==> src/rtl/wire_dbg_pkg.sv <==
package wire_dbg_pkg;

    // Which way the next cells go.
    typedef enum logic [1:0] {
        MODE_CMD = 2'd0,
        MODE_RX  = 2'd1,
        MODE_TX  = 2'd2
    } link_mode_e;

endpackage

==> src/rtl/wire_dbg_sync.sv <==
// Multi-stage synchronizer for the raw pin, plus a falling-edge strobe.
module wire_dbg_sync #(
    parameter int STAGES = 2
) (
    input  logic clk,
    input  logic rst_n,
    input  logic pin_i,
    output logic level_o,
    output logic fall_o
);
    typedef struct packed {
        logic [STAGES-1:0] sh;
        logic              prev;
    } sync_t;

    sync_t q, d;
    logic [STAGES-1:0] nxt;

    assign nxt[0] = pin_i;
    for (genvar g = 1; g < STAGES; g++) begin : g_stage
        assign nxt[g] = q.sh[g-1];
    end

    assign level_o = q.sh[STAGES-1];
    assign fall_o  = q.prev & ~q.sh[STAGES-1];

    always_comb begin
        d      = q;
        d.sh   = nxt;
        d.prev = q.sh[STAGES-1];
    end

    // Idle line reads high.
    always_ff @(posedge clk or negedge rst_n) begin
        if (!rst_n) q <= '1;
        else        q <= d;
    end
endmodule

==> src/rtl/wire_dbg_timer.sv <==
// Times one bit cell. An edge is accepted only while idle.
module wire_dbg_timer #(
    parameter int CELL_LEN = 16,
    parameter int CW       = $clog2(CELL_LEN)
) (
    input  logic          clk,
    input  logic          rst_n,
    input  logic          fall_i,
    output logic          active_o,
    output logic [CW-1:0] cnt_o,
    output logic          start_o,
    output logic          end_o
);
    localparam logic [CW-1:0] LAST = CW'(CELL_LEN - 1);

    typedef struct packed {
        logic          active;
        logic [CW-1:0] cnt;
    } tmr_t;

    tmr_t q, d;

    assign active_o = q.active;
    assign cnt_o    = q.cnt;
    assign start_o  = fall_i & ~q.active;
    assign end_o    = q.active & (q.cnt == LAST);

    always_comb begin
        d = q;
        if (start_o) begin
            d.active = 1'b1;
            d.cnt    = CW'(1);
        end else if (end_o) begin
            d.active = 1'b0;
            d.cnt    = '0;
        end else if (q.active) begin
            d.cnt = q.cnt + CW'(1);
        end
    end

    always_ff @(posedge clk or negedge rst_n) begin
        if (!rst_n) q <= '0;
        else        q <= d;
    end
endmodule

==> src/rtl/wire_dbg_drive.sv <==
// Produces the registered pin drive enables for a target-to-host bit.
module wire_dbg_drive #(
    parameter int ZERO_LOW = 13,
    parameter int PULSE_AT = 8,
    parameter int CW       = 4
) (
    input  logic          clk,
    input  logic          rst_n,
    input  logic          start_i,
    input  logic          active_i,
    input  logic [CW-1:0] cnt_i,
    input  logic          tx_en_i,
    input  logic          tx_bit_i,
    output logic          drv_lo_o,
    output logic          drv_hi_o
);
    localparam logic [CW-1:0] LO_STOP = CW'(ZERO_LOW);
    localparam logic [CW-1:0] HI_PRE  = CW'(PULSE_AT - 1);

    typedef struct packed {
        logic lo;
        logic hi;
    } drv_t;

    drv_t q, d;

    assign drv_lo_o = q.lo;
    assign drv_hi_o = q.hi;

    always_comb begin
        d    = '0;
        // Low from the first cell count through ZERO_LOW.
        d.lo = tx_en_i & ~tx_bit_i &
               (start_i | (active_i & (cnt_i < LO_STOP)));
        // One clock high when the counter reads PULSE_AT.
        d.hi = tx_en_i & tx_bit_i & active_i & (cnt_i == HI_PRE);
    end

    always_ff @(posedge clk or negedge rst_n) begin
        if (!rst_n) q <= '0;
        else        q <= d;
    end
endmodule

==> src/rtl/wire_dbg_shift.sv <==
// Mode control, bit counting and the shift registers for both directions.
module wire_dbg_shift
    import wire_dbg_pkg::*;
#(
    parameter int CMD_BITS  = 8,
    parameter int WORD_BITS = 16,
    parameter int SAMPLE_AT = 10,
    parameter int CW        = 4,
    parameter int BW        = $clog2(WORD_BITS + 1)
) (
    input  logic                 clk,
    input  logic                 rst_n,
    input  logic                 active_i,
    input  logic [CW-1:0]        cnt_i,
    input  logic                 end_i,
    input  logic                 level_i,
    input  logic                 tx_load_i,
    input  logic [WORD_BITS-1:0] tx_word_i,
    input  logic                 rx_arm_i,
    output link_mode_e           mode_o,
    output logic                 tx_bit_o,
    output logic [CMD_BITS-1:0]  cmd_o,
    output logic                 cmd_valid_o,
    output logic [WORD_BITS-1:0] rx_word_o,
    output logic                 rx_valid_o,
    output logic                 tx_done_o
);
    localparam logic [BW-1:0] CLAST = BW'(CMD_BITS - 1);
    localparam logic [BW-1:0] WLAST = BW'(WORD_BITS - 1);
    localparam logic [CW-1:0] SAMP  = CW'(SAMPLE_AT);

    typedef struct packed {
        link_mode_e           mode;
        logic [BW-1:0]        bitn;
        logic                 samp;
        logic [WORD_BITS-1:0] rx_sh;
        logic [WORD_BITS-1:0] tx_sh;
        logic [CMD_BITS-1:0]  cmd;
        logic                 cmd_vld;
        logic [WORD_BITS-1:0] rx_word;
        logic                 rx_vld;
        logic                 tx_done;
    } shf_t;

    shf_t q, d;

    assign mode_o      = q.mode;
    assign tx_bit_o    = q.tx_sh[WORD_BITS-1];
    assign cmd_o       = q.cmd;
    assign cmd_valid_o = q.cmd_vld;
    assign rx_word_o   = q.rx_word;
    assign rx_valid_o  = q.rx_vld;
    assign tx_done_o   = q.tx_done;

    always_comb begin
        logic [WORD_BITS-1:0] shifted;
        shifted   = {q.rx_sh[WORD_BITS-2:0], q.samp};
        d         = q;
        d.cmd_vld = 1'b0;
        d.rx_vld  = 1'b0;
        d.tx_done = 1'b0;

        if (active_i && (cnt_i == SAMP)) begin
            d.samp = level_i;
        end

        if (!active_i) begin
            if (tx_load_i) begin
                d.mode  = MODE_TX;
                d.tx_sh = tx_word_i;
                d.bitn  = '0;
            end else if (rx_arm_i) begin
                d.mode = MODE_RX;
                d.bitn = '0;
            end
        end

        if (end_i) begin
            unique case (q.mode)
                MODE_TX: begin
                    d.tx_sh = q.tx_sh << 1;
                    if (q.bitn == WLAST) begin
                        d.tx_done = 1'b1;
                        d.mode    = MODE_CMD;
                        d.bitn    = '0;
                    end else begin
                        d.bitn = q.bitn + BW'(1);
                    end
                end
                MODE_RX: begin
                    d.rx_sh = shifted;
                    if (q.bitn == WLAST) begin
                        d.rx_word = shifted;
                        d.rx_vld  = 1'b1;
                        d.mode    = MODE_CMD;
                        d.bitn    = '0;
                    end else begin
                        d.bitn = q.bitn + BW'(1);
                    end
                end
                default: begin
                    d.rx_sh = shifted;
                    if (q.bitn == CLAST) begin
                        d.cmd     = shifted[CMD_BITS-1:0];
                        d.cmd_vld = 1'b1;
                        d.bitn    = '0;
                    end else begin
                        d.bitn = q.bitn + BW'(1);
                    end
                end
            endcase
        end
    end

    always_ff @(posedge clk or negedge rst_n) begin
        if (!rst_n) q <= '0;
        else        q <= d;
    end
endmodule

==> src/rtl/wire_dbg_engine.sv <==
// Target-side bit engine for a single-pin pseudo-open-drain debug link.
module wire_dbg_engine
    import wire_dbg_pkg::*;
#(
    parameter int CELL_LEN    = 16,
    parameter int SYNC_STAGES = 2,
    parameter int SAMPLE_AT   = 10,
    parameter int PULSE_AT    = 8,
    parameter int ZERO_LOW    = 13,
    parameter int CMD_BITS    = 8,
    parameter int WORD_BITS   = 16
) (
    input  logic                 clk,
    input  logic                 rst_n,
    input  logic                 pin_i,
    output logic                 pin_drv_lo_o,
    output logic                 pin_drv_hi_o,
    output logic [CMD_BITS-1:0]  cmd_o,
    output logic                 cmd_valid_o,
    output logic [WORD_BITS-1:0] rx_word_o,
    output logic                 rx_valid_o,
    input  logic [WORD_BITS-1:0] tx_word_i,
    input  logic                 tx_load_i,
    input  logic                 rx_arm_i,
    output logic                 tx_done_o
);
    localparam int CW = $clog2(CELL_LEN);
    localparam int BW = $clog2(WORD_BITS + 1);

    logic          level, fall;
    logic          active, start, cell_end;
    logic [CW-1:0] cnt;
    link_mode_e    mode;
    logic          tx_bit;
    logic [1:0]    link_mode;

    assign link_mode = mode;

    wire_dbg_sync #(.STAGES(SYNC_STAGES)) u_sync (
        .clk     (clk),
        .rst_n   (rst_n),
        .pin_i   (pin_i),
        .level_o (level),
        .fall_o  (fall)
    );

    wire_dbg_timer #(.CELL_LEN(CELL_LEN), .CW(CW)) u_timer (
        .clk      (clk),
        .rst_n    (rst_n),
        .fall_i   (fall),
        .active_o (active),
        .cnt_o    (cnt),
        .start_o  (start),
        .end_o    (cell_end)
    );

    wire_dbg_shift #(
        .CMD_BITS  (CMD_BITS),
        .WORD_BITS (WORD_BITS),
        .SAMPLE_AT (SAMPLE_AT),
        .CW        (CW),
        .BW        (BW)
    ) u_shift (
        .clk         (clk),
        .rst_n       (rst_n),
        .active_i    (active),
        .cnt_i       (cnt),
        .end_i       (cell_end),
        .level_i     (level),
        .tx_load_i   (tx_load_i),
        .tx_word_i   (tx_word_i),
        .rx_arm_i    (rx_arm_i),
        .mode_o      (mode),
        .tx_bit_o    (tx_bit),
        .cmd_o       (cmd_o),
        .cmd_valid_o (cmd_valid_o),
        .rx_word_o   (rx_word_o),
        .rx_valid_o  (rx_valid_o),
        .tx_done_o   (tx_done_o)
    );

    wire_dbg_drive #(
        .ZERO_LOW (ZERO_LOW),
        .PULSE_AT (PULSE_AT),
        .CW       (CW)
    ) u_drive (
        .clk      (clk),
        .rst_n    (rst_n),
        .start_i  (start),
        .active_i (active),
        .cnt_i    (cnt),
        .tx_en_i  (mode == MODE_TX),
        .tx_bit_i (tx_bit),
        .drv_lo_o (pin_drv_lo_o),
        .drv_hi_o (pin_drv_hi_o)
    );
endmodule

==> config.mk <==
export PLATFORM = sky130hd
export DESIGN_NAME = wire_dbg_engine
export DESIGN_NICKNAME = d
export VERILOG_FILES = /design/src/rtl/wire_dbg_pkg.sv /design/src/rtl/wire_dbg_sync.sv /design/src/rtl/wire_dbg_timer.sv /design/src/rtl/wire_dbg_drive.sv /design/src/rtl/wire_dbg_shift.sv /design/src/rtl/wire_dbg_engine.sv
export SDC_FILE = /design/constraint.sdc
export NUM_CORES = 1
export LEC_CHECK = 0
export BUFFER_PORTS_ARGS = -buffer_cell sky130_fd_sc_hd__buf_2
export CORE_ASPECT_RATIO = 1.75
export CORE_MARGIN = 5
export CORE_UTILIZATION = 41
export CTS_BUF_LIST = sky130_fd_sc_hd__clkbuf_4
export CTS_CLUSTER_SIZE = 12
export DETAILED_ROUTE_END_ITERATION = 8
export PLACE_DENSITY = 0.58
export SLEW_MARGIN = 20
export SYNTH_ARGS = -nofsm -noshare
export SYNTH_HDL_FRONTEND = slang
export SYNTH_HIERARCHICAL = 1
export SYNTH_SLANG_ARGS = --single-unit
==> constraint.sdc <==
create_clock -name clk -period 3 [get_ports clk]
set_input_delay 0.6 -clock clk [delete_from_list [all_inputs] [get_ports clk]]
set_output_delay 0.6 -clock clk [all_outputs]
set_load 0.05 [all_outputs]
# Yosys cells after proc, flatten, opt, wreduce, memory -nomap -nowiden
# Cells that the tools add are included.
# totals
ff_bits	76
elab_cells	74
out_inout_bits	29
in_bits	21
# op_classes
bitwise	15
reduce_logical	9
n_addsub	2
n_eq_ne	8
n_mux	23
n_lt_le_gt_ge	1
# ops
operator	n
16-bit 2-to-1 mux	3
43-bit 2-to-1 mux	1
17-bit 2-to-1 mux	2
7-bit 2-to-1 mux	4
5-bit 2-to-1 mux	4
9-bit 2-to-1 mux	2
1-bit AND	9
4-bit == test, second input constant	2
4-bit 2-to-1 mux	2
3-bit AND reduction	2
3-bit nonzero test	2
5-bit by 1-bit adder with 5-bit output, second input constant	1
5-bit by 3-bit == test with 1-bit output, second input constant	1
5-bit by 4-bit == test with 1-bit output, second input constant	1
1-bit NOT	5
4-bit by 1-bit adder with 4-bit output, second input constant	1
4-bit by 3-bit == test with 1-bit output, second input constant	1
4-bit < comparator, second input constant	1
2-bit 2-to-1 mux	2
2-bit AND reduction	2
1-bit 2-to-1 mux	3
2-bit by 1-bit == test with 1-bit output, second input constant	1
2-bit == test, second input constant	1
2-bit inequality test, second input constant	1
4 further kinds	4

# Longest topological paths before layout
# Gate-level depths: netlist of run 1.
# depth
ltp_word	6
depth_mapped	7
depth_no_buf	6

# Cells and area by module
# Netlist of run 1, hierarchy kept.
# modules_own_cells
module	seq_area_each_um2	area_each_um2	cells_each	instances
wire_dbg_shift	1651.6	3030.4	237	1
wire_dbg_timer	125.1	256.5	22	1
wire_dbg_drive	50.0	98.8	9	1
wire_dbg_sync	78.8	92.6	4	1
wire_dbg_engine	0.0	13.8	1	1

# Worst setup path after synthesis of run 1
# OpenSTA, ideal clock, no wires.
# synth_path
path_kind	register to register
startpoint	reg u_timer.q, in the netlist u_timer/cnt_o[0]
endpoint	reg u_shift/q[48] (netlist bit)
arrival_ps	2003
setup_time_ps	125
path_stages_with_launch	8
t_required_ps	2875
period_less_slack_ps	2128
n_path_buf	3
path_slack_ps	872
cell_sequence	dfrtp_1 ha_1 and4_4 buf_2 nor2b_1 clkbuf_1 buf_2 mux2_2
# synth_between
elab_chain_len	3
# synth_rtl
item	line	source
from (decl)	wire_dbg_timer.sv:21	tmr_t q, d;
from (signal assigned)	wire_dbg_timer.sv:42	if (!rst_n) q <= '0;
from (signal assigned)	wire_dbg_timer.sv:43	else q <= d;
4-bit == test	wire_dbg_timer.sv:26	assign end_o = q.active & (q.cnt == LAST);
1-bit AND	wire_dbg_timer.sv:26	
via cell_end	wire_dbg_engine.sv:31	logic active, start, cell_end;
2-bit AND reduction (no source line)	--	
to (signal assigned)	wire_dbg_shift.sv:116	if (!rst_n) q <= '0;
to (signal assigned)	wire_dbg_shift.sv:117	else q <= d;
to (decl)	wire_dbg_shift.sv:45	shf_t q, d;
# The timed path passes the listed nets, and every way through them passes these cells.
# A chain may end at the register's enable or synchronous reset.

# Final worst setup path of run 1
# layout_path
startpoint	reg u_timer.q, in the netlist u_timer/cnt_o[0]
endpoint	reg u_shift.q, in the netlist u_shift/rx_word_o[9]
# layout_between
elab_chain_len	3
# layout_rtl
item	line
4-bit == test	wire_dbg_timer.sv:26
1-bit AND	wire_dbg_timer.sv:26
via cell_end	wire_dbg_engine.sv:31
3-bit AND reduction (no source line)	--
# The timed path passes the listed nets, and every way through them passes these cells.

==> results of run 1 <==
## metal layers
layer	wire, um	vias up	GRT usage
met1	2590	961	0.159
li1	-	978	-
met5	0	-	0
met2	2770	53	0.184
met4	200	0	0.0752
met3	285	13	0.0315
## final timing paths
kind / end / from / slack (ns)
max in group asynchronous: u_shift/q[43] / rst_n / 2.07
max reg2reg: u_shift/rx_word_o[9] / u_timer/cnt_o[0] / 0.52
min reg2reg: u_sync/level_o / u_sync/d[2] / 0.36
min in group asynchronous: u_shift/cmd_o[4] / rst_n / 0.30
min: u_sync/d[2] / pin_i / 0.27
max: u_shift/rx_word_o[9] / u_timer/cnt_o[0] / 0.52
## cell type report
cell class | instances | area [sq um]
Tap cell | 115 | 144
Inverter | 9 | 33.8
Clock inverter | 2 | 60.1
Fill cell | 774 | 4520
Sequential cell | 76 | 1910
Timing Repair Buffer | 52 | 270
Clock buffer | 13 | 97.6
Multi-Input combinational cell | 150 | 1280
## power by group through the flow
stage	clock network [mW]	logic, mW	registers [mW]
6_report	0.700	0.637	1.42
5_1_grt	0.764	0.737	1.46
4_1_cts	0.729	0.652	1.42
3_5_place_dp	0	0.652	1.44
3_3_place_gp	0	0.631	1.43
2_1_floorplan	0	0.535	1.40
## cells in the final DEF, fill, tap and decap left out, types with 2 or more instances in the layout
cell and n:
a21oi_1 3, a22o_2 3, buf_2 48, buf_4 4
bufinv_16 2, clkbuf_4 13, dfrtp_1 73, dfstp_2 3
ha_1 5, inv_1 9, mux2_2 31, mux2_4 9
mux2i_1 17, nand2_1 19, nand2b_1 3, nand3_1 2
nand4_1 2, nor2_1 4, nor2b_1 2, nor2b_4 2
nor3_1 3, o2111ai_1 2, o211ai_1 3, o21ai_0 16
xor2_1 2
## worst register-to-register path: stages (launching register included)
cell and delay, ns:
dfrtp_1 0.51, ha_1 0.26, and4_4 0.32, nand2b_1 0.12
or3_1 0.73, mux2_4 0.43
## per-stage QoR
| step | worst slack (ns) | area (sq um) | hold WS (ns) |
|---|---|---|---|
| 6_report | 0.517 | 3790 | 0.271 |
| 5_1_grt | 0.354 | 3790 | 0.228 |
| 4_1_cts | 0.506 | 3790 | 0.232 |
| 3_5_place_dp | 0.537 | 3630 | 0.348 |
| 3_3_place_gp | 0.591 | 3630 | 0.347 |
| 2_1_floorplan | 0.872 | 3490 | 0.304 |
## sequential cells by signal, indices dropped and copies added (netlist names), 2 cells and up
name               count
u_shift/mode_o         2
u_shift/q             36
u_shift/cmd_o          8
u_timer/cnt_o          4
u_shift/rx_word_o     16
## logic make-up (layout without fill, tap and decap cells)
family / count (synthesis) / in the layout
flip-flops: 76 / 76
buffers and inverters: 47 / 76
AND/OR/NAND/NOR: 51 / 51
multiplexers: 57 / 57
adder cells (fa/ha/maj): 5 / 5
AO/OA/AOI/OAI: 34 / 34
XOR/XNOR: 3 / 3
==> report_table.html, run 1 <==
<table>
<tr><th>Metric</th><th>Value</th></tr>
<tr><th colspan="2">Synth</th></tr>
<tr><td>Main combinational cell family by area after synthesis</td><td>multiplexers</td></tr>
<tr><td>Cell taking the most area after synthesis</td><td>dfrtp_1</td></tr>
<tr><td>Distinct cell type count after synthesis</td><td>47</td></tr>
<tr><td>Syn_nets</td><td>299</td></tr>
<tr><td>Simple-Gate Fraction of Synth Area</td><td>0.0856</td></tr>
<tr><td>Cell with the most instances after synthesis</td><td>dfrtp_1</td></tr>
<tr><td>Multiplexer area fraction after synthesis</td><td>0.187</td></tr>
<tr><td>Number of flops mapped to enable cells by yosys</td><td>0</td></tr>
<tr><td>Synth warn</td><td>6</td></tr>
<tr><td>Area fraction in compound gates after synthesis</td><td>0.0670</td></tr>
<tr><td>Seq/Total Area, Yosys</td><td>0.546</td></tr>
<tr><td>Synthesized instance count</td><td>273</td></tr>
<tr><td>Post-Synth Adder-Cell Area</td><td>0.0179</td></tr>
<tr><td>Cell types occupying the most area after synthesis</td><td>dfrtp_1 52%, mux2_2 10%, buf_4 5.6%, mux2i_1 4.9%, mux2_4 3.9%</td></tr>
<tr><td>Yosys top cell area share</td><td>0.523</td></tr>
<tr><td>Most frequently used flop master after synthesis</td><td>dfrtp_1</td></tr>
<tr><td>Share of flip-flops with an asynchronous set or reset after synthesis</td><td>1.00</td></tr>
<tr><td>Average instance area after synthesis</td><td>12.8 sq um</td></tr>
<tr><td>Post-Synth XOR/XNOR Area</td><td>0.00752</td></tr>
<tr><td>Leading cell types by count after synthesis</td><td>73 x dfrtp_1, 31 x mux2_2, 26 x buf_4</td></tr>
<tr><td>Post-synthesis sequential element count</td><td>76</td></tr>
<tr><td>Cell Area, Synth</td><td>3490 sq um</td></tr>
<tr><th colspan="2">Timing</th></tr>
<tr><td>Clock Skew</td><td>0.0122 ns</td></tr>
<tr><td>Actual slew at the worst max-slew pin</td><td>0.944 ns</td></tr>
<tr><td>Achievable clock frequency</td><td>403 MHz</td></tr>
<tr><td>Final slew viol count</td><td>0</td></tr>
<tr><td>Time the worst path needs with I/O delays and setup</td><td>2.48 ns</td></tr>
<tr><td>Tightest slew margin relative to the limit</td><td>0.371</td></tr>
<tr><td>Final worst-path cycle share</td><td>0.828</td></tr>
<tr><td>Final number of setup-violating endpoints</td><td>0</td></tr>
<tr><td>Count of final hold-check violations</td><td>0</td></tr>
<tr><td>Setup repair after global routing missed its margin</td><td>false</td></tr>
<tr><td>Setup TNS</td><td>0 ns</td></tr>
<tr><th colspan="2">Floorplanning</th></tr>
<tr><td>Initial Utilization</td><td>0.420</td></tr>
<tr><td>Width of the die</td><td>79.8 um</td></tr>
<tr><td>Height of the die</td><td>132 um</td></tr>
<tr><td>Top-level port count</td><td>50</td></tr>
<tr><td>Die outline area</td><td>10500 sq um</td></tr>
<tr><td>Area inside the core boundary</td><td>8310 sq um</td></tr>
<tr><td>Std-Cell Rows</td><td>44</td></tr>
<tr><th colspan="2">CTS</th></tr>
<tr><td>Clock Sinks</td><td>76</td></tr>
<tr><td>CTS buffer count</td><td>9</td></tr>
<tr><td>Reg clk slew, reported paths</td><td>0.11 ns</td></tr>
<tr><td>Insertion delay of the later-clocked pin in the worst-skew pair</td><td>0.42 ns</td></tr>
<tr><td>Quantity of gates resized following cts</td><td>0</td></tr>
<tr><td>Setup Fix Bufs, Post-CTS</td><td>0</td></tr>
<tr><td>Max Root-Sink Buffers</td><td>2</td></tr>
<tr><td>Clock tree from TritonCTS</td><td>yes</td></tr>
<tr><td>Number of H-tree levels</td><td>3</td></tr>
<tr><td>Clock root buffer</td><td>clkbuf_4</td></tr>
<tr><td>Number of hold-repair buffers added at the cts stage</td><td>0</td></tr>
<tr><th colspan="2">Pwr</th></tr>
<tr><td>Internal power</td><td>1.91 mW</td></tr>
<tr><td>Proportion of power drawn by the clock network</td><td>0.254</td></tr>
<tr><td>Net switching share of the total power</td><td>0.306</td></tr>
<tr><td>Max rail drop VDD</td><td>0.000385 V</td></tr>
<tr><td>Proportion of power drawn by combinational gates</td><td>0.231</td></tr>
<tr><td>Tot Pwr</td><td>2.76 mW</td></tr>
<tr><td>Leak</td><td>1.87 nW</td></tr>
<tr><td>Portion of total power attributed to sequential cells</td><td>0.515</td></tr>
<tr><td>Net switching power of the design</td><td>845 uW</td></tr>
<tr><td>PwrDens</td><td>728 nW/um^2</td></tr>
<tr><th colspan="2">Worst setup path</th></tr>
<tr><td>Number of logic stages on the critical path including buffering</td><td>5</td></tr>
<tr><td>Max stage delay cell, worst path</td><td>or3_1</td></tr>
<tr><td>Length in cells of the worst reg-to-reg path</td><td>5</td></tr>
<tr><td>Critical Path AT</td><td>2.79 ns</td></tr>
<tr><td>Biggest fanout along the worst timing path</td><td>17</td></tr>
<tr><td>Required time worst endpoint</td><td>3.30 ns</td></tr>
<tr><td>Buffers and inverters on the worst path</td><td>0</td></tr>
<tr><td>Worst Setup End Kind</td><td>flop</td></tr>
<tr><td>Worst setup SP type</td><td>flop</td></tr>
<tr><td>Cell-by-cell listing of the critical path</td><td>ha_1 -&gt; and4_4 -&gt; nand2b_1 -&gt; or3_1 -&gt; mux2_4</td></tr>
<tr><td>Delay of the slowest critical-path stage</td><td>0.73 ns</td></tr>
<tr><td>Type of the worst setup path</td><td>reg -&gt; reg</td></tr>
<tr><td>Worst path top cell family by delay</td><td>simple AND/OR/NAND/NOR gates</td></tr>
<tr><th colspan="2">Global routing</th></tr>
<tr><td>First-pass GRT wire length</td><td>10.1 mm</td></tr>
<tr><td>Largest net degree at the start of global routing</td><td>77</td></tr>
<tr><td>GR Overflow Total</td><td>0</td></tr>
<tr><td>Number of global-route vias before repair</td><td>2102</td></tr>
<tr><td>Global routing usage summed across all routing layers</td><td>0.123</td></tr>
<tr><td>Antenna violations before repair</td><td>0</td></tr>
<tr><th colspan="2">Layout</th></tr>
<tr><td>Area grow syn2layout</td><td>8.53%</td></tr>
<tr><td>Final Instance Count excl. Fillers</td><td>417</td></tr>
<tr><td>Antenna diodes</td><td>0</td></tr>
<tr><td>Layout cells sized above 1</td><td>0.411</td></tr>
<tr><td>Core occupancy in the finished layout</td><td>0.456</td></tr>
<tr><td>Number of nets in the layout</td><td>324</td></tr>
<tr><th colspan="2">Placement</th></tr>
<tr><td>Half-perimeter wire length after placement</td><td>4.05 mm</td></tr>
<tr><td>Number of instances in the placed design</td><td>402</td></tr>
<tr><td>Quantity of I/O buffers inserted on ports</td><td>49</td></tr>
<tr><td>Routability congestion estimate from global placement</td><td>0.742</td></tr>
<tr><th colspan="2">Routing</th></tr>
<tr><td>Initial detailed-routing violation count</td><td>42</td></tr>
<tr><td>Number of nets with antenna violations after routing</td><td>0</td></tr>
<tr><td>TritonRoute pass-1 iters</td><td>4</td></tr>
<tr><td>Residual DRC</td><td>0</td></tr>
<tr><td>Overall via count from detail_route</td><td>2005</td></tr>
<tr><td>Drt wl/cell</td><td>14.0 um</td></tr>
<tr><td>Total length of routed wires</td><td>5.85 mm</td></tr>
<tr><td>Via-to-Cell Ratio</td><td>4.81</td></tr>
<tr><th colspan="2">Hold path</th></tr>
<tr><td>Class of the tightest hold or removal check</td><td>in -&gt; reg</td></tr>
<tr><td>Worst hold path stage count</td><td>1</td></tr>
<tr><th colspan="2">Status</th></tr>
<tr><td>Result of the run</td><td>finished, final reports clean</td></tr>
<tr><th colspan="2">Run</th></tr>
<tr><td>Max-cap violations</td><td>0</td></tr>
</table>
No activity file was read; power rests on OpenSTA's default activity.
==> inputs of run 2 (changes only) <==
Settings changed: PLACE_DENSITY 0.58 to 0.61.
Clock period 3 ns to 2.2 ns, I/O delays scaled along.
==> run 2 against run 1 <==
Effect of this change: die area is the same; fmax grew 31%; critical path depth grew 1; sequential power grew 32%; first-iteration DRC count grew 140%; sequential share of layout area shrank 1.1 points; largest cell class unchanged.
==> report_table.html, run 2 (synthesized netlist as in run 1, its figures left out) <==
<table>
<tr><th>Metric</th><th>Value</th></tr>
<tr><th colspan="2">Layout</th></tr>
<tr><td>Most common library cell in the layout ignoring fill and taps</td><td>dfrtp_1</td></tr>
<tr><td>Flip-flop count of the largest register after layout</td><td>36</td></tr>
<tr><td>Largest register by flop count</td><td>u_shift/q</td></tr>
<tr><td>Antenna diodes</td><td>0</td></tr>
<tr><td>Layout fillers</td><td>765</td></tr>
<tr><td>Area grow syn2layout</td><td>10.9%</td></tr>
<tr><td>Highest-count cells in the layout ignoring fill and taps</td><td>73 x dfrtp_1, 48 x buf_2, 31 x mux2_2</td></tr>
<tr><td>Finished layout cell area</td><td>3870 sq um</td></tr>
<tr><td>Layout cells sized above 1</td><td>0.426</td></tr>
<tr><td>Number of nets in the layout</td><td>331</td></tr>
<tr><th colspan="2">CTS</th></tr>
<tr><td>Insertion delay of the later-clocked pin in the worst-skew pair</td><td>0.42 ns</td></tr>
<tr><td>Clock root buffer</td><td>clkbuf_4</td></tr>
<tr><td>CTS buffer count</td><td>9</td></tr>
<tr><td>Max Root-Sink Buffers</td><td>2</td></tr>
<tr><td>Quantity of gates resized following cts</td><td>0</td></tr>
<tr><td>Clock Sinks</td><td>76</td></tr>
<tr><td>Clock tree from TritonCTS</td><td>yes</td></tr>
<tr><td>Number of H-tree levels</td><td>3</td></tr>
<tr><td>Number of hold-repair buffers added at the cts stage</td><td>0</td></tr>
<tr><td>Setup Fix Bufs, Post-CTS</td><td>0</td></tr>
<tr><td>Reg clk slew, reported paths</td><td>0.12 ns</td></tr>
<tr><th colspan="2">Routing</th></tr>
<tr><td>Via-to-Cell Ratio</td><td>4.86</td></tr>
<tr><td>TritonRoute pass-1 iters</td><td>4</td></tr>
<tr><td>Initial detailed-routing violation count</td><td>102</td></tr>
<tr><td>Overall via count from detail_route</td><td>2066</td></tr>
<tr><td>Drt wl/cell</td><td>13.3 um</td></tr>
<tr><td>Residual DRC</td><td>0</td></tr>
<tr><td>Number of nets with antenna violations after routing</td><td>0</td></tr>
<tr><td>Total length of routed wires</td><td>5.65 mm</td></tr>
<tr><th colspan="2">Floorplanning</th></tr>
<tr><td>Die outline area</td><td>10500 sq um</td></tr>
<tr><td>Area inside the core boundary</td><td>8310 sq um</td></tr>
<tr><td>Std-Cell Rows</td><td>44</td></tr>
<tr><td>Height of the die</td><td>132 um</td></tr>
<tr><td>Initial Utilization</td><td>0.420</td></tr>
<tr><td>Width of the die</td><td>79.8 um</td></tr>
<tr><td>Top-level port count</td><td>50</td></tr>
<tr><th colspan="2">Timing</th></tr>
<tr><td>Setup repair after global routing missed its margin</td><td>false</td></tr>
<tr><td>Tightest slew margin relative to the limit</td><td>0.677</td></tr>
<tr><td>Achievable clock frequency</td><td>529 MHz</td></tr>
<tr><td>Clock Skew</td><td>0.00870 ns</td></tr>
<tr><td>Setup TNS</td><td>0 ns</td></tr>
<tr><td>Count of final hold-check violations</td><td>0</td></tr>
<tr><td>Setup ws final</td><td>0.311 ns</td></tr>
<tr><td>Final slew viol count</td><td>0</td></tr>
<tr><td>Time the worst path needs with I/O delays and setup</td><td>1.89 ns</td></tr>
<tr><td>Final worst-path cycle share</td><td>0.859</td></tr>
<tr><td>Actual slew at the worst max-slew pin</td><td>0.482 ns</td></tr>
<tr><td>Final number of setup-violating endpoints</td><td>0</td></tr>
<tr><th colspan="2">Worst setup path</th></tr>
<tr><td>Length in cells of the worst reg-to-reg path</td><td>6</td></tr>
<tr><td>Required time worst endpoint</td><td>2.51 ns</td></tr>
<tr><td>Critical Path AT</td><td>2.20 ns</td></tr>
<tr><td>Critical path launch point</td><td>u_timer/cnt_o[0]</td></tr>
<tr><td>Biggest fanout along the worst timing path</td><td>17</td></tr>
<tr><td>Slack of the worst reg-to-reg path</td><td>0.31 ns</td></tr>
<tr><td>Cell-by-cell listing of the critical path</td><td>ha_1 -&gt; and4_4 -&gt; nand2b_1 -&gt; or3_1 -&gt; buf_4 -&gt; mux2_4</td></tr>
<tr><td>Type of the worst setup path</td><td>reg -&gt; reg</td></tr>
<tr><td>Max stage delay cell, worst path</td><td>dfrtp_1</td></tr>
<tr><td>Delay of the slowest critical-path stage</td><td>0.37 ns</td></tr>
<tr><td>Critical path endpoint</td><td>u_shift/rx_word_o[7]</td></tr>
<tr><td>Endpoint of the worst-slack reg-to-reg timing path</td><td>u_shift/rx_word_o[7]</td></tr>
<tr><td>Worst Setup End Kind</td><td>flop</td></tr>
<tr><td>R2R Path Start</td><td>u_timer/cnt_o[0]</td></tr>
<tr><td>Worst setup SP type</td><td>flop</td></tr>
<tr><th colspan="2">Pwr</th></tr>
<tr><td>Net switching power of the design</td><td>1.19 mW</td></tr>
<tr><td>Max rail drop VDD</td><td>0.000460 V</td></tr>
<tr><td>Portion of total power attributed to sequential cells</td><td>0.492</td></tr>
<tr><td>Net switching share of the total power</td><td>0.311</td></tr>
<tr><td>Internal power</td><td>2.63 mW</td></tr>
<tr><td>Tot Pwr</td><td>3.81 mW</td></tr>
<tr><td>Proportion of power drawn by combinational gates</td><td>0.258</td></tr>
<tr><td>Proportion of power drawn by the clock network</td><td>0.250</td></tr>
<tr><td>Leak</td><td>1.90 nW</td></tr>
<tr><td>PwrDens</td><td>984 nW/um^2</td></tr>
<tr><th colspan="2">Global routing</th></tr>
<tr><td>First-pass GRT wire length</td><td>10.0 mm</td></tr>
<tr><td>Antenna violations before repair</td><td>0</td></tr>
<tr><td>Largest net degree at the start of global routing</td><td>77</td></tr>
<tr><td>Number of global-route vias before repair</td><td>2149</td></tr>
<tr><td>Global routing usage summed across all routing layers</td><td>0.121</td></tr>
<tr><td>GR Overflow Total</td><td>0</td></tr>
<tr><th colspan="2">Placement</th></tr>
<tr><td>DP Area</td><td>3710 sq um</td></tr>
<tr><td>Routability congestion estimate from global placement</td><td>0.722</td></tr>
<tr><td>Quantity of I/O buffers inserted on ports</td><td>49</td></tr>
<tr><td>Post-placement worst setup slack</td><td>0.306 ns</td></tr>
<tr><td>Half-perimeter wire length after placement</td><td>4.05 mm</td></tr>
<tr><th colspan="2">Status</th></tr>
<tr><td>Result of the run</td><td>finished, final reports clean</td></tr>
<tr><th colspan="2">Run</th></tr>
<tr><td>Max-cap violations</td><td>0</td></tr>
<tr><th colspan="2">Hold path</th></tr>
<tr><td>Class of the tightest hold or removal check</td><td>in -&gt; async</td></tr>
</table>
-- run 2: cell types whose count changed in the layout (fill, tap and decap cells not counted), sizes merged --
cell / previous run / this run
buf: 52 / 59
clkbuf: 13 / 10
clkinv: 0 / 2
clkinvlp: 0 / 2
-- run 2: layer usage --
metal	GRT usage	wire length, um	share of wire
met3	0.0308	302	0.053
met4	0.0733	146	0.026
met2	0.188	2770	0.49
met1	0.149	2440	0.43
met5	0	0	0
-- run 2: worst max-delay path: cells and delay by family, from the launching register on --
kind	cells	cell delay, ns
and+or+nand+nor	3	0.66
DFF	1	0.37
muxes	1	0.31
buffers and inverters	1	0.23
adders and majority gates	1	0.20
-- run 2: power by group through the flow --
stage	clock (mW)	combinational [mW]	sequential, mW
2_1_floorplan	0	0.730	1.91
3_3_place_gp	0	0.968	1.90
6_report	0.952	0.984	1.88
4_1_cts	0.998	1.01	1.88
5_1_grt	1.06	1.13	1.93
3_5_place_dp	0	1.01	1.91
-- run 2: cell type report --
| class | instances | area, sq um | area share |
|---|---|---|---|
| clock buffers | 10 | 75.1 | 0.0194 |
| well taps | 115 | 144 | 0.0371 |
| flip-flops and latches | 76 | 1910 | 0.492 |
| multi-input cells | 150 | 1280 | 0.330 |
| inverters | 9 | 33.8 | 0.00872 |
| repair buffers | 59 | 348 | 0.0898 |
| clock inverters | 6 | 88.8 | 0.0229 |
-- run 2: through the flow --
stage | hold WS (ns) | util | cells
6_report | 0.0203 | 0.466 | 425
5_1_grt | 0.0240 | 0.466 | 425
4_1_cts | 0.0000443 | 0.466 | 425
3_5_place_dp | 0.351 | 0.446 | 409
3_3_place_gp | 0.346 | 0.446 | 409
2_1_floorplan | 0.144 | - | 273
-- run 2: worst min path at each step --
stage	from	end	slack, ns	cells past startpoint
after global placement	u_sync/d[2]	u_sync/level_o	0.35	0
after global routing	rst_n	u_shift/rx_word_o[5]	0.02	2
final	rst_n	u_shift/q[44]	0.02	2
after floorplan	rst_n	u_drive/drv_hi_o	0.14	0
after detailed placement	u_sync/d[2]	u_sync/level_o	0.35	0
after CTS	rst_n	u_shift/rx_word_o[5]	0.00004	2
==> inputs of run 3 (changes only) <==
--- a/config.mk
+++ b/config.mk
@@ -8,5 +8,5 @@
 export BUFFER_PORTS_ARGS = -buffer_cell sky130_fd_sc_hd__buf_2
 export CORE_ASPECT_RATIO = 1.75
-export CORE_MARGIN = 5
+export CORE_MARGIN = 4
 export CORE_UTILIZATION = 41
 export CTS_BUF_LIST = sky130_fd_sc_hd__clkbuf_4
==> constraint.sdc (replaced) <==
create_clock -name clk -period 2.2 [get_ports clk]
set_input_delay 0.44 -clock clk [delete_from_list [all_inputs] [get_ports clk]]
set_output_delay 0.44 -clock clk [all_outputs]
set_load 0.01 [all_outputs]
==> run 3 against run 2 <==
Effect of this change: sequential power about the same; register-to-register slack worse by 0.02 ns; total power down 0.96%; first-iteration DRC count down 36%; fmax down 0.88%; largest power group unchanged.
==> report_table.html, run 3 (synthesized netlist as in run 1, its figures left out) <==
<table>
<tr><th>Metric</th><th>Value</th></tr>
<tr><th colspan="2">Floorplanning</th></tr>
<tr><td>Area inside the core boundary</td><td>8310 sq um</td></tr>
<tr><td>Std-Cell Rows</td><td>44</td></tr>
<tr><td>Top-level port count</td><td>50</td></tr>
<tr><td>Die outline area</td><td>10100 sq um</td></tr>
<tr><td>Height of the die</td><td>130 um</td></tr>
<tr><td>Initial Utilization</td><td>0.420</td></tr>
<tr><td>Width of the die</td><td>77.8 um</td></tr>
<tr><th colspan="2">CTS</th></tr>
<tr><td>Number of H-tree levels</td><td>3</td></tr>
<tr><td>Clock root buffer</td><td>clkbuf_4</td></tr>
<tr><td>Quantity of gates resized following cts</td><td>0</td></tr>
<tr><td>Reg clk slew, reported paths</td><td>0.11 ns</td></tr>
<tr><td>Setup Fix Bufs, Post-CTS</td><td>0</td></tr>
<tr><td>Insertion delay of the later-clocked pin in the worst-skew pair</td><td>0.42 ns</td></tr>
<tr><td>Clock Sinks</td><td>76</td></tr>
<tr><td>CTS buffer count</td><td>9</td></tr>
<tr><td>Clock tree from TritonCTS</td><td>yes</td></tr>
<tr><td>Max Root-Sink Buffers</td><td>2</td></tr>
<tr><th colspan="2">Status</th></tr>
<tr><td>Result of the run</td><td>finished, final reports clean</td></tr>
<tr><th colspan="2">Global routing</th></tr>
<tr><td>Antenna violations before repair</td><td>0</td></tr>
<tr><td>Largest net degree at the start of global routing</td><td>38</td></tr>
<tr><td>Number of global-route vias before repair</td><td>2084</td></tr>
<tr><td>GR Overflow Total</td><td>0</td></tr>
<tr><td>Global routing usage summed across all routing layers</td><td>0.126</td></tr>
<tr><td>First-pass GRT wire length</td><td>10.0 mm</td></tr>
<tr><th colspan="2">Routing</th></tr>
<tr><td>Overall via count from detail_route</td><td>2021</td></tr>
<tr><td>Initial detailed-routing violation count</td><td>65</td></tr>
<tr><td>TritonRoute pass-1 iters</td><td>4</td></tr>
<tr><td>Drt wl/cell</td><td>13.3 um</td></tr>
<tr><td>Residual DRC</td><td>0</td></tr>
<tr><td>Number of nets with antenna violations after routing</td><td>0</td></tr>
<tr><td>Via-to-Cell Ratio</td><td>4.73</td></tr>
<tr><td>Total length of routed wires</td><td>5.70 mm</td></tr>
<tr><th colspan="2">Worst setup path</th></tr>
<tr><td>Type of the worst setup path</td><td>reg -&gt; reg</td></tr>
<tr><td>Length in cells of the worst reg-to-reg path</td><td>6</td></tr>
<tr><td>Endpoint of the worst-slack reg-to-reg timing path</td><td>u_shift/rx_word_o[6]</td></tr>
<tr><td>Critical Path AT</td><td>2.21 ns</td></tr>
<tr><td>Biggest fanout along the worst timing path</td><td>17</td></tr>
<tr><td>Worst setup SP type</td><td>flop</td></tr>
<tr><td>Worst Setup End Kind</td><td>flop</td></tr>
<tr><td>Required time worst endpoint</td><td>2.51 ns</td></tr>
<tr><td>Slack of the worst reg-to-reg path</td><td>0.29 ns</td></tr>
<tr><td>Critical path launch point</td><td>u_timer/cnt_o[0]</td></tr>
<tr><td>Critical path endpoint</td><td>u_shift/rx_word_o[6]</td></tr>
<tr><td>R2R Path Start</td><td>u_timer/cnt_o[0]</td></tr>
<tr><th colspan="2">Placement</th></tr>
<tr><td>Routability congestion estimate from global placement</td><td>0.713</td></tr>
<tr><td>Half-perimeter wire length after placement</td><td>4.08 mm</td></tr>
<tr><td>Quantity of I/O buffers inserted on ports</td><td>49</td></tr>
<tr><th colspan="2">Timing</th></tr>
<tr><td>Count of final hold-check violations</td><td>0</td></tr>
<tr><td>Final worst-path cycle share</td><td>0.866</td></tr>
<tr><td>Achievable clock frequency</td><td>525 MHz</td></tr>
<tr><td>Clock Skew</td><td>0.0122 ns</td></tr>
<tr><td>Time the worst path needs with I/O delays and setup</td><td>1.91 ns</td></tr>
<tr><td>Final slew viol count</td><td>0</td></tr>
<tr><td>Setup TNS</td><td>0 ns</td></tr>
<tr><td>Tightest slew margin relative to the limit</td><td>0.805</td></tr>
<tr><td>Final number of setup-violating endpoints</td><td>0</td></tr>
<tr><td>Actual slew at the worst max-slew pin</td><td>0.293 ns</td></tr>
<tr><td>Setup repair after global routing missed its margin</td><td>false</td></tr>
<tr><th colspan="2">Layout</th></tr>
<tr><td>Layout cells sized above 1</td><td>0.423</td></tr>
<tr><td>Area grow syn2layout</td><td>10.9%</td></tr>
<tr><td>Largest register by flop count</td><td>u_shift/q</td></tr>
<tr><td>Antenna diodes</td><td>0</td></tr>
<tr><td>Number of nets in the layout</td><td>333</td></tr>
<tr><td>Most common library cell in the layout ignoring fill and taps</td><td>dfrtp_1</td></tr>
<tr><td>Layout fillers</td><td>772</td></tr>
<tr><td>Highest-count cells in the layout ignoring fill and taps</td><td>73 x dfrtp_1, 48 x buf_2, 31 x mux2_2</td></tr>
<tr><td>Flip-flop count of the largest register after layout</td><td>36</td></tr>
<tr><td>Core occupancy in the finished layout</td><td>0.466</td></tr>
<tr><th colspan="2">Hold path</th></tr>
<tr><td>Class of the tightest hold or removal check</td><td>in -&gt; reg</td></tr>
<tr><th colspan="2">Pwr</th></tr>
<tr><td>PwrDens</td><td>975 nW/um^2</td></tr>
<tr><td>Tot Pwr</td><td>3.78 mW</td></tr>
<tr><td>Max rail drop VDD</td><td>0.000750 V</td></tr>
<tr><td>Leak</td><td>1.91 nW</td></tr>
<tr><th colspan="2">Run</th></tr>
<tr><td>Max-cap violations</td><td>0</td></tr>
</table>
-- run 3: cell count changes in the layout (fill, tap and decap cells not counted) --
cell,change
clkinv_4,-1
buf_12,-1
dlygate4sd3_1,+1
buf_4,+2
clkinvlp_4,-1
clkinv_1,+1
clkbuf_4,+1
-- run 3: how the worst min path moves through the flow --
stage / from / to / slack [ns] / cells after the start
6_report: pin_i / u_sync/d[2] / 0.12 / 1
5_1_grt: pin_i / u_sync/d[2] / 0.07 / 1
4_1_cts: pin_i / u_sync/d[2] / 0.07 / 1
3_5_place_dp: rst_n / u_shift/cmd_o[4] / 0.35 / 1
3_3_place_gp: rst_n / u_shift/q[46] / 0.34 / 1
2_1_floorplan: rst_n / u_drive/drv_hi_o / 0.14 / 0
-- run 3: area by class of cell --
class | count | area [sq um] | share of cell area
Clock buffer | 11 | 82.6 | 0.0213
Clock inverter | 5 | 76.3 | 0.0197
Inverter | 9 | 33.8 | 0.00872
Multi-Input combinational cell | 150 | 1280 | 0.330
Sequential cell | 76 | 1910 | 0.492
Tap cell | 115 | 144 | 0.0371
Timing Repair Buffer | 61 | 353 | 0.0911
-- run 3: per-stage QoR --
stage          cell area, sq um  instances  hold slack [ns]  setup slack (ns)
2_1_floorplan              3490        273            0.144            0.0724
3_3_place_gp               3700        410            0.344             0.326
3_5_place_dp               3700        410            0.345             0.294
4_1_cts                    3870        427           0.0742             0.269
5_1_grt                    3870        427           0.0748             0.145
6_report                   3870        427            0.115             0.294
-- run 3: timing repair --
item / in CTS / in global routing
endpoints found under the hold margin: 19 / 0
setup endpoints to repair: 0 / 0
hold buffers: 1 / 0
-- run 3: power breakdown --
group / switching (mW) / internal [mW]
Sequential: 0.211 / 1.67
Clock: 0.467 / 0.482
Combinational: 0.473 / 0.473
-- run 3: worst max-delay path, stage by stage (launching register included) --
cell and delay, ns:
dfrtp_1 0.37, ha_1 0.21, and4_4 0.22, nand2b_1 0.09, or3_1 0.35, buf_4 0.23
mux2_4 0.32
-- run 3: routing by layer --
layer	wire, um	GRT usage
met1	2500	0.155
met2	2760	0.201
met3	322	0.0428
met4	117	0.0597
met5	0	0
